`config.mk`:
```
export PLATFORM = sky130hd
export DESIGN_NAME = cal_seq
export DESIGN_NICKNAME = d
export VERILOG_FILES = /design/src/rtl/cal_seq_pkg.sv /design/src/rtl/cal_seq_plan.sv /design/src/rtl/cal_seq_timer.sv /design/src/rtl/cal_seq.sv
export SDC_FILE = /design/constraint.sdc
export NUM_CORES = 1
export LEC_CHECK = 0
export BUFFER_PORTS_ARGS = -buffer_cell sky130_fd_sc_hd__clkbuf_2
export CELL_PAD_IN_SITES_DETAIL_PLACEMENT = 1
export CELL_PAD_IN_SITES_GLOBAL_PLACEMENT = 2
export CORE_MARGIN = 4
export CORE_UTILIZATION = 36
export DETAILED_ROUTE_END_ITERATION = 7
export PLACE_DENSITY_LB_ADDON = 0.1
export SYNTH_ARGS = -nofsm -noshare
export SYNTH_HDL_FRONTEND = slang
export SYNTH_SLANG_ARGS = --single-unit
```
`constraint.sdc`:
```
create_clock -name clk -period 5.2 [get_ports clk]
set_clock_uncertainty 0.05 [all_clocks]
set_input_delay 0.52 -clock clk [delete_from_list [all_inputs] [get_ports clk]]
set_output_delay 0.52 -clock clk [all_outputs]
set_load 0.1 [all_outputs]
```
`src/rtl/cal_seq_pkg.sv`:
```
// Package cal_seq_pkg
// Shared types for the calibration sequencer: mode codes, step kinds and
// controller states. Assumes two-bit mode and step encodings.
package cal_seq_pkg;

    typedef enum logic [1:0] {
        MODE_NONE = 2'b00,
        MODE_CONV = 2'b01,
        MODE_FILT = 2'b10,
        MODE_FULL = 2'b11
    } cal_mode_e;

    typedef enum logic [1:0] {
        STEP_MIX = 2'd0,
        STEP_ADC = 2'd1,
        STEP_DAC = 2'd2,
        STEP_CLR = 2'd3
    } step_e;

    typedef enum logic [1:0] {
        SQ_IDLE = 2'd0,
        SQ_RUN  = 2'd1,
        SQ_FIN  = 2'd2
    } seq_st_e;

    function automatic int imax(input int a, input int b);
        return (a > b) ? a : b;
    endfunction

endpackage

```
`src/rtl/cal_seq_plan.sv`:
```
// Module cal_seq_plan
// Pure lookup: for a captured mode and a step index, gives the kind of step,
// its length in sample ticks and whether it is the final step.
// Assumes the index never exceeds the number of steps of the mode.
module cal_seq_plan
    import cal_seq_pkg::*;
#(
    parameter int MIX_FULL = 130,
    parameter int ADC_FULL = 160,
    parameter int DAC_FULL = 160,
    parameter int ADC_CONV = 160,
    parameter int DAC_CONV = 161,
    parameter int CLR_FILT = 120,
    parameter int DUR_W    = 9
) (
    input  cal_mode_e        mode,
    input  logic [1:0]       idx,
    output step_e            kind,
    output logic [DUR_W-1:0] dur,
    output logic             last
);

    // Decode step kind, length and end-of-sequence for the current index.
    always_comb begin
        kind = STEP_MIX;
        dur  = DUR_W'(1);
        last = 1'b1;
        unique case (mode)
            MODE_CONV: begin
                kind = (idx == 2'd0) ? STEP_ADC : STEP_DAC;
                dur  = (idx == 2'd0) ? DUR_W'(ADC_CONV) : DUR_W'(DAC_CONV);
                last = (idx == 2'd1);
            end
            MODE_FILT: begin
                kind = STEP_CLR;
                dur  = DUR_W'(CLR_FILT);
                last = 1'b1;
            end
            MODE_FULL: begin
                case (idx)
                    2'd0:    begin kind = STEP_MIX; dur = DUR_W'(MIX_FULL); end
                    2'd1:    begin kind = STEP_ADC; dur = DUR_W'(ADC_FULL); end
                    default: begin kind = STEP_DAC; dur = DUR_W'(DAC_FULL); end
                endcase
                last = (idx == 2'd2);
            end
            default: begin
                kind = STEP_MIX;
                dur  = DUR_W'(1);
                last = 1'b1;
            end
        endcase
    end

endmodule

```
`src/rtl/cal_seq_timer.sv`:
```
// Module cal_seq_timer
// Counts sample ticks within one step and flags the tick that completes it.
// Assumes limit >= 1 and stays constant while a step runs; clr wins over tick.
module cal_seq_timer #(
    parameter int W = 9
) (
    input  logic         clk,
    input  logic         rst_n,
    input  logic         clr,
    input  logic         tick,
    input  logic [W-1:0] limit,
    output logic         expire
);

    logic [W-1:0] cnt;

    assign expire = tick && (cnt == limit - W'(1));

    // Advance on each tick, wrap to zero at the end of a step.
    always_ff @(posedge clk) begin
        if (!rst_n || clr) begin
            cnt <= '0;
        end else if (tick) begin
            cnt <= expire ? '0 : cnt + W'(1);
        end
    end

    // a step only progresses on sample ticks
    p_cnt_hold_r6: assert property (@(posedge clk) disable iff (!rst_n)
        (!clr && !tick) |=> $stable(cnt));

endmodule

```
`src/rtl/cal_seq.sv`:
```
// Module cal_seq
// Calibration sequencer top. Captures the mode on a start request (or forces
// full mode on a power event), mutes the affected outputs, fires one strobe
// per step, waits each step's tick count, unmutes and signals done one tick
// later. Assumes fs_tick is a one-clock pulse per sample period.
module cal_seq
    import cal_seq_pkg::*;
#(
    parameter int MIX_FULL = 130,
    parameter int ADC_FULL = 160,
    parameter int DAC_FULL = 160,
    parameter int ADC_CONV = 160,
    parameter int DAC_CONV = 161,
    parameter int CLR_FILT = 120
) (
    input  logic       clk,
    input  logic       rst_n,
    input  logic [1:0] mode_sel,
    input  logic       start_req,
    input  logic       pwr_event,
    input  logic       fs_tick,
    output logic       dac_mute,
    output logic       mix_mute,
    output logic       mix_cal_go,
    output logic       adc_cal_go,
    output logic       dac_cal_go,
    output logic       dac_flt_clr,
    output logic       busy,
    output logic       done
);

    localparam int MAX_DUR = imax(imax(imax(MIX_FULL, ADC_FULL), imax(DAC_FULL, ADC_CONV)),
                                  imax(DAC_CONV, CLR_FILT));
    localparam int DUR_W   = $clog2(MAX_DUR + 1);
    localparam int N_KIND  = 4;

    seq_st_e          st_q;
    cal_mode_e        mode_q;
    cal_mode_e        launch_mode;
    logic [1:0]       idx_q;
    logic             fire_q;
    logic             done_q;
    logic             dmute_q;
    logic             mmute_q;
    logic             launch;
    logic             expire;
    logic             last;
    step_e            cur_kind;
    logic [DUR_W-1:0] cur_dur;
    logic [N_KIND-1:0] go_vec;

    // Request qualification: user start only when idle, power event always.
    assign launch      = pwr_event || (start_req && st_q == SQ_IDLE);
    assign launch_mode = pwr_event ? MODE_FULL : cal_mode_e'(mode_sel);

    cal_seq_plan #(
        .MIX_FULL(MIX_FULL), .ADC_FULL(ADC_FULL), .DAC_FULL(DAC_FULL),
        .ADC_CONV(ADC_CONV), .DAC_CONV(DAC_CONV), .CLR_FILT(CLR_FILT),
        .DUR_W(DUR_W)
    ) u_plan (
        .mode (mode_q),
        .idx  (idx_q),
        .kind (cur_kind),
        .dur  (cur_dur),
        .last (last)
    );

    cal_seq_timer #(.W(DUR_W)) u_timer (
        .clk    (clk),
        .rst_n  (rst_n),
        .clr    (launch),
        .tick   (fs_tick && st_q == SQ_RUN),
        .limit  (cur_dur),
        .expire (expire)
    );

    // Sequence control: launch, step advance, unmute and completion.
    always_ff @(posedge clk) begin
        if (!rst_n) begin
            st_q    <= SQ_IDLE;
            mode_q  <= MODE_NONE;
            idx_q   <= 2'd0;
            fire_q  <= 1'b0;
            done_q  <= 1'b0;
            dmute_q <= 1'b0;
            mmute_q <= 1'b0;
        end else begin
            fire_q <= 1'b0;
            done_q <= 1'b0;
            if (launch) begin
                if (launch_mode == MODE_NONE) begin
                    done_q <= 1'b1;
                end else begin
                    st_q    <= SQ_RUN;
                    mode_q  <= launch_mode;
                    idx_q   <= 2'd0;
                    fire_q  <= 1'b1;
                    dmute_q <= 1'b1;
                    mmute_q <= (launch_mode == MODE_FULL);
                end
            end else begin
                case (st_q)
                    SQ_RUN: begin
                        if (expire) begin
                            if (last) begin
                                st_q    <= SQ_FIN;
                                dmute_q <= 1'b0;
                                mmute_q <= 1'b0;
                            end else begin
                                idx_q  <= idx_q + 2'd1;
                                fire_q <= 1'b1;
                            end
                        end
                    end
                    SQ_FIN: begin
                        if (fs_tick) begin
                            st_q   <= SQ_IDLE;
                            done_q <= 1'b1;
                        end
                    end
                    default: ;
                endcase
            end
        end
    end

    // One strobe line per step kind, high for the clock after the step opens.
    for (genvar k = 0; k < N_KIND; k++) begin : g_strobe
        assign go_vec[k] = fire_q && (cur_kind == step_e'(k));
    end

    assign mix_cal_go  = go_vec[STEP_MIX];
    assign adc_cal_go  = go_vec[STEP_ADC];
    assign dac_cal_go  = go_vec[STEP_DAC];
    assign dac_flt_clr = go_vec[STEP_CLR];
    assign dac_mute    = dmute_q;
    assign mix_mute    = mmute_q;
    assign busy        = (st_q != SQ_IDLE);
    assign done        = done_q;

    // never two engines started together
    p_one_strobe_r6: assert property (@(posedge clk) disable iff (!rst_n)
        $countones(go_vec) <= 1);
    // strobes only inside a sequence
    p_strobe_busy_r6: assert property (@(posedge clk) disable iff (!rst_n)
        (|go_vec) |-> busy);
    // outputs muted only while a sequence runs
    p_mute_busy_r7: assert property (@(posedge clk) disable iff (!rst_n)
        (dac_mute || mix_mute) |-> busy);
    // the mixer is muted only together with the DACs
    p_mix_with_dac_r5: assert property (@(posedge clk) disable iff (!rst_n)
        mix_mute |-> dac_mute);
    // completion is never reported while busy
    p_done_idle_r7: assert property (@(posedge clk) disable iff (!rst_n)
        done |-> !busy);
    // busy can only end on a sample tick
    p_busy_tick_r7: assert property (@(posedge clk) disable iff (!rst_n)
        (busy && !fs_tick) |=> busy);
    // a power event always leads to full, fully muted calibration
    p_pwr_full_r8: assert property (@(posedge clk) disable iff (!rst_n)
        pwr_event |=> (busy && mix_mute && dac_mute));

endmodule

```
==> reports/results.txt <==
Max-slew headroom: 34.03%
die outline area: 0.004297 mm2
Worst Hold Slack: 466.4 ps
worst-path cell with the longest stage delay: sky130_fd_sc_hd__or3_1
RSZ-0062 raised after global routing: false
maximum buffer depth of the clock tree: 2
horizontal die dimension: 65.55 um
final-report setup violation count: 0
number of antenna-violating nets in the routed design: 0
crit start category: register
Gate Count Post-Synth: 147
status: complete, no violations
Yosys reg bits: 18
Final Hold Fails: 0
Crit Reg-Reg Startpoint: idx_q[0]
share of post-route cells with drive strength above 1: 15.63%
number of cells on the worst hold path: 2
most frequent cells in the layout: sky130_fd_sc_hd__dfxtp_1 (18), sky130_fd_sc_hd__nand2_1 (16), sky130_fd_sc_hd__clkbuf_2 (14)
sink of the worst hold path: idx_q[1]
slew at the pin with the worst max-slew slack: 987.5 ps
power per cell area: 255.8 mW/mm2
path type of the worst min-delay path: register to register
row count: 20
iteration count of the initial detailed-routing pass: 4
Vias/cell: 5.358
number of nets in the synthesized netlist: 161
terminus of the critical flop-to-flop path: idx_q[0]
leak pwr: 0.4932 nW
via count of the routed design: 1093
number of distinct library cells after synthesis: 39
vertical die dimension: 65.55 um
number of buffers added by the clock tree synthesis step: 3
start point of the worst hold path: idx_q[1]
# nets final: 175
input/output buffers: 14
post-layout minimum cycle time: 2872 ps
mapped cell area: 0.001192 mm2
clk sink count: 18
post-CTS resize count: 0
buffers plus inverters on the worst setup path: 2
CTS tree: yes
Worst setup startpoint: idx_q[0]
drc violations: 0
required time reported for the critical path endpoint: 5400 ps
number of global-route vias before repair: 1119
Seq/Total Area, Yosys: 30.22%
First DRT Iteration DRCs: 20
starting density of the core: 38.43%
Setup Total Neg Slack: 0 ps
global-route wire length before repair: 5168 um
number of hold buffers added after CTS: 0
core outline area: 0.003103 mm2
total count of max-transition violations in the final report: 0
GR Overflow Total: 0
Avg WL per Cell: 14.55 um
register-to-register setup slack: 2330 ps
number of buffers added for setup after CTS: 0
largest net degree at the start of global routing: 15
Synth Area per Inst: 8.112 um2
Arr. time, crit path: 3080 ps
insertion delay to the later sink of the worst-skew pair: 300 ps
total I/O pin count: 15
global-route total usage across every layer: 15.40%
area growth from synthesis to layout: 10.18%
highest cell delay on the worst timing path: 430 ps
Max rail drop VDD: 0.0001256 V
gpl congestion: 0.7769
master cell of the clock root buffer: sky130_fd_sc_hd__clkbuf_4
number of cells on the worst reg-to-reg path: 11
antenna cells: 0
Crit. End Element: register
aggregate routed wire length: 2968 um
count of yosys warnings during synthesis: 0
Detail Placement HPWL: 2363 um
cell family with most CP delay: simple AND/OR/NAND/NOR gates
chain of cells forming the critical path: inv_1, ha_1, a21o_1, ha_1, inv_1, ha_1, xor2_1, nor3_1, o2111ai_4, or3_1, nand3_1
top cells by area in the synthesized netlist: sky130_fd_sc_hd__dfxtp_1 (30%), sky130_fd_sc_hd__ha_1 (7.3%), sky130_fd_sc_hd__nand2_1 (5.0%)
post-synth top area share: 30.22%
cell repeated most along the worst path: sky130_fd_sc_hd__ha_1
number of H-tree levels: 1
Crit Path Category: register to register
Max Clock Freq: 348.2 MHz
clock transition time at the flip-flop clock pins of the worst setup and hold paths: 110 ps
MaxCap Viol Count: 0
most common library cell in the layout ignoring fill and taps: sky130_fd_sc_hd__dfxtp_1
Crit Path Max Fanout: 10
library cell with the largest summed area after synthesis: sky130_fd_sc_hd__dfxtp_1
antenna violations before repair: 0
post-detailed-placement cell area: 0.001277 mm2
cell area after layout: 0.001314 mm2
final clock period utilization by the worst path: 55.23%
[worst register-to-register path: cells and delay by family (launching register included)]
kind                     cells  cell delay (ps)
AND/OR/NAND/NOR              3              830
buffers and inverters        2              180
flip-flops                   1              420
adder cells (fa/ha/maj)      3              730
XOR/XNOR                     1              140
AO/OA/AOI/OAI                2              470
[metal layers]
layer	vias up	routed length, um	global-route usage, %
met5	-	0	0
met4	0	43	5.440
met3	5	92	2.735
met2	22	1313	24.78
met1	512	1519	20.52
li1	554	-	-
[state kept, by name, indices dropped and copies added (netlist names)]
signal and flops:
idx_q 2, mode_q 2, mix_mute 1, u_timer.cnt 8
st_q 2, dac_mute 1, done 1, fire_q 1
[kinds of logic after synthesis]
kind of cell	Yosys count	synth area share, %
AND/OR/NAND/NOR	67	29.17
XOR/XNOR	9	6.611
buffers and inverters	13	5.876
adder cells (fa/ha/maj)	7	7.345
flip-flops	18	30.22
AO/OA/AOI/OAI	30	18.26
multiplexers	3	2.518
[cells in the mapped netlist (all sizes together)]
master,number
nand3,11
a211o,1
and3,1
mux2i,3
or3,3
o31ai,1
or4b,1
xor2,6
nand4,4
o21a,2
and2,2
a21o,2
xnor2,3
or4bb,1
o2111ai,1
inv,8
a21oi,8
or2,1
a32oi,2
dfxtp,18
nor3,7
o211ai,3
nor3b,2
nand2b,1
nor2,12
ha,7
nand2,16
a31oi,3
nand3b,2
o22ai,1
a311oi,1
nor2b,2
or4,1
o21ai,5
buf,5
[final cells by class]
type                            instances  area (um2)
Clock buffer                            4       36.28
Sequential cell                        18       360.3
Inverter                                8       30.03
Fill cell                             408        1789
Timing Repair Buffer                   14       70.07
Tap cell                               44       55.05
Multi-Input combinational cell        116       762.0
[worst max-delay path by stage]
stage / endpoint / slack (ps) / depth (start not counted)
after global placement: idx_q[0] / 2500 / 11
final: idx_q[0] / 2330 / 11
after global routing: idx_q[0] / 2110 / 11
after CTS: idx_q[0] / 2310 / 11
after floorplan: dac_cal_go / 1840 / 3
after detailed placement: idx_q[0] / 2340 / 11
[through the flow]
stage	setup slack (ps)	cells	utilization, %	power (mW)
2_1_floorplan	1838	147	-	0.2323
3_3_place_gp	2498	200	41.17	0.2471
3_5_place_dp	2337	200	41.17	0.2487
4_1_cts	2308	204	42.34	0.3401
5_1_grt	2106	204	42.34	0.3554
6_report	2328	204	42.34	0.3361
[where the power goes]
group          switching (mW)  internal, mW
combinational          0.0674        0.0251
clock                  0.0479        0.0427
sequential            0.00935         0.144
total                   0.125         0.211
Note: power is estimated with default switching activity, not from simulation.
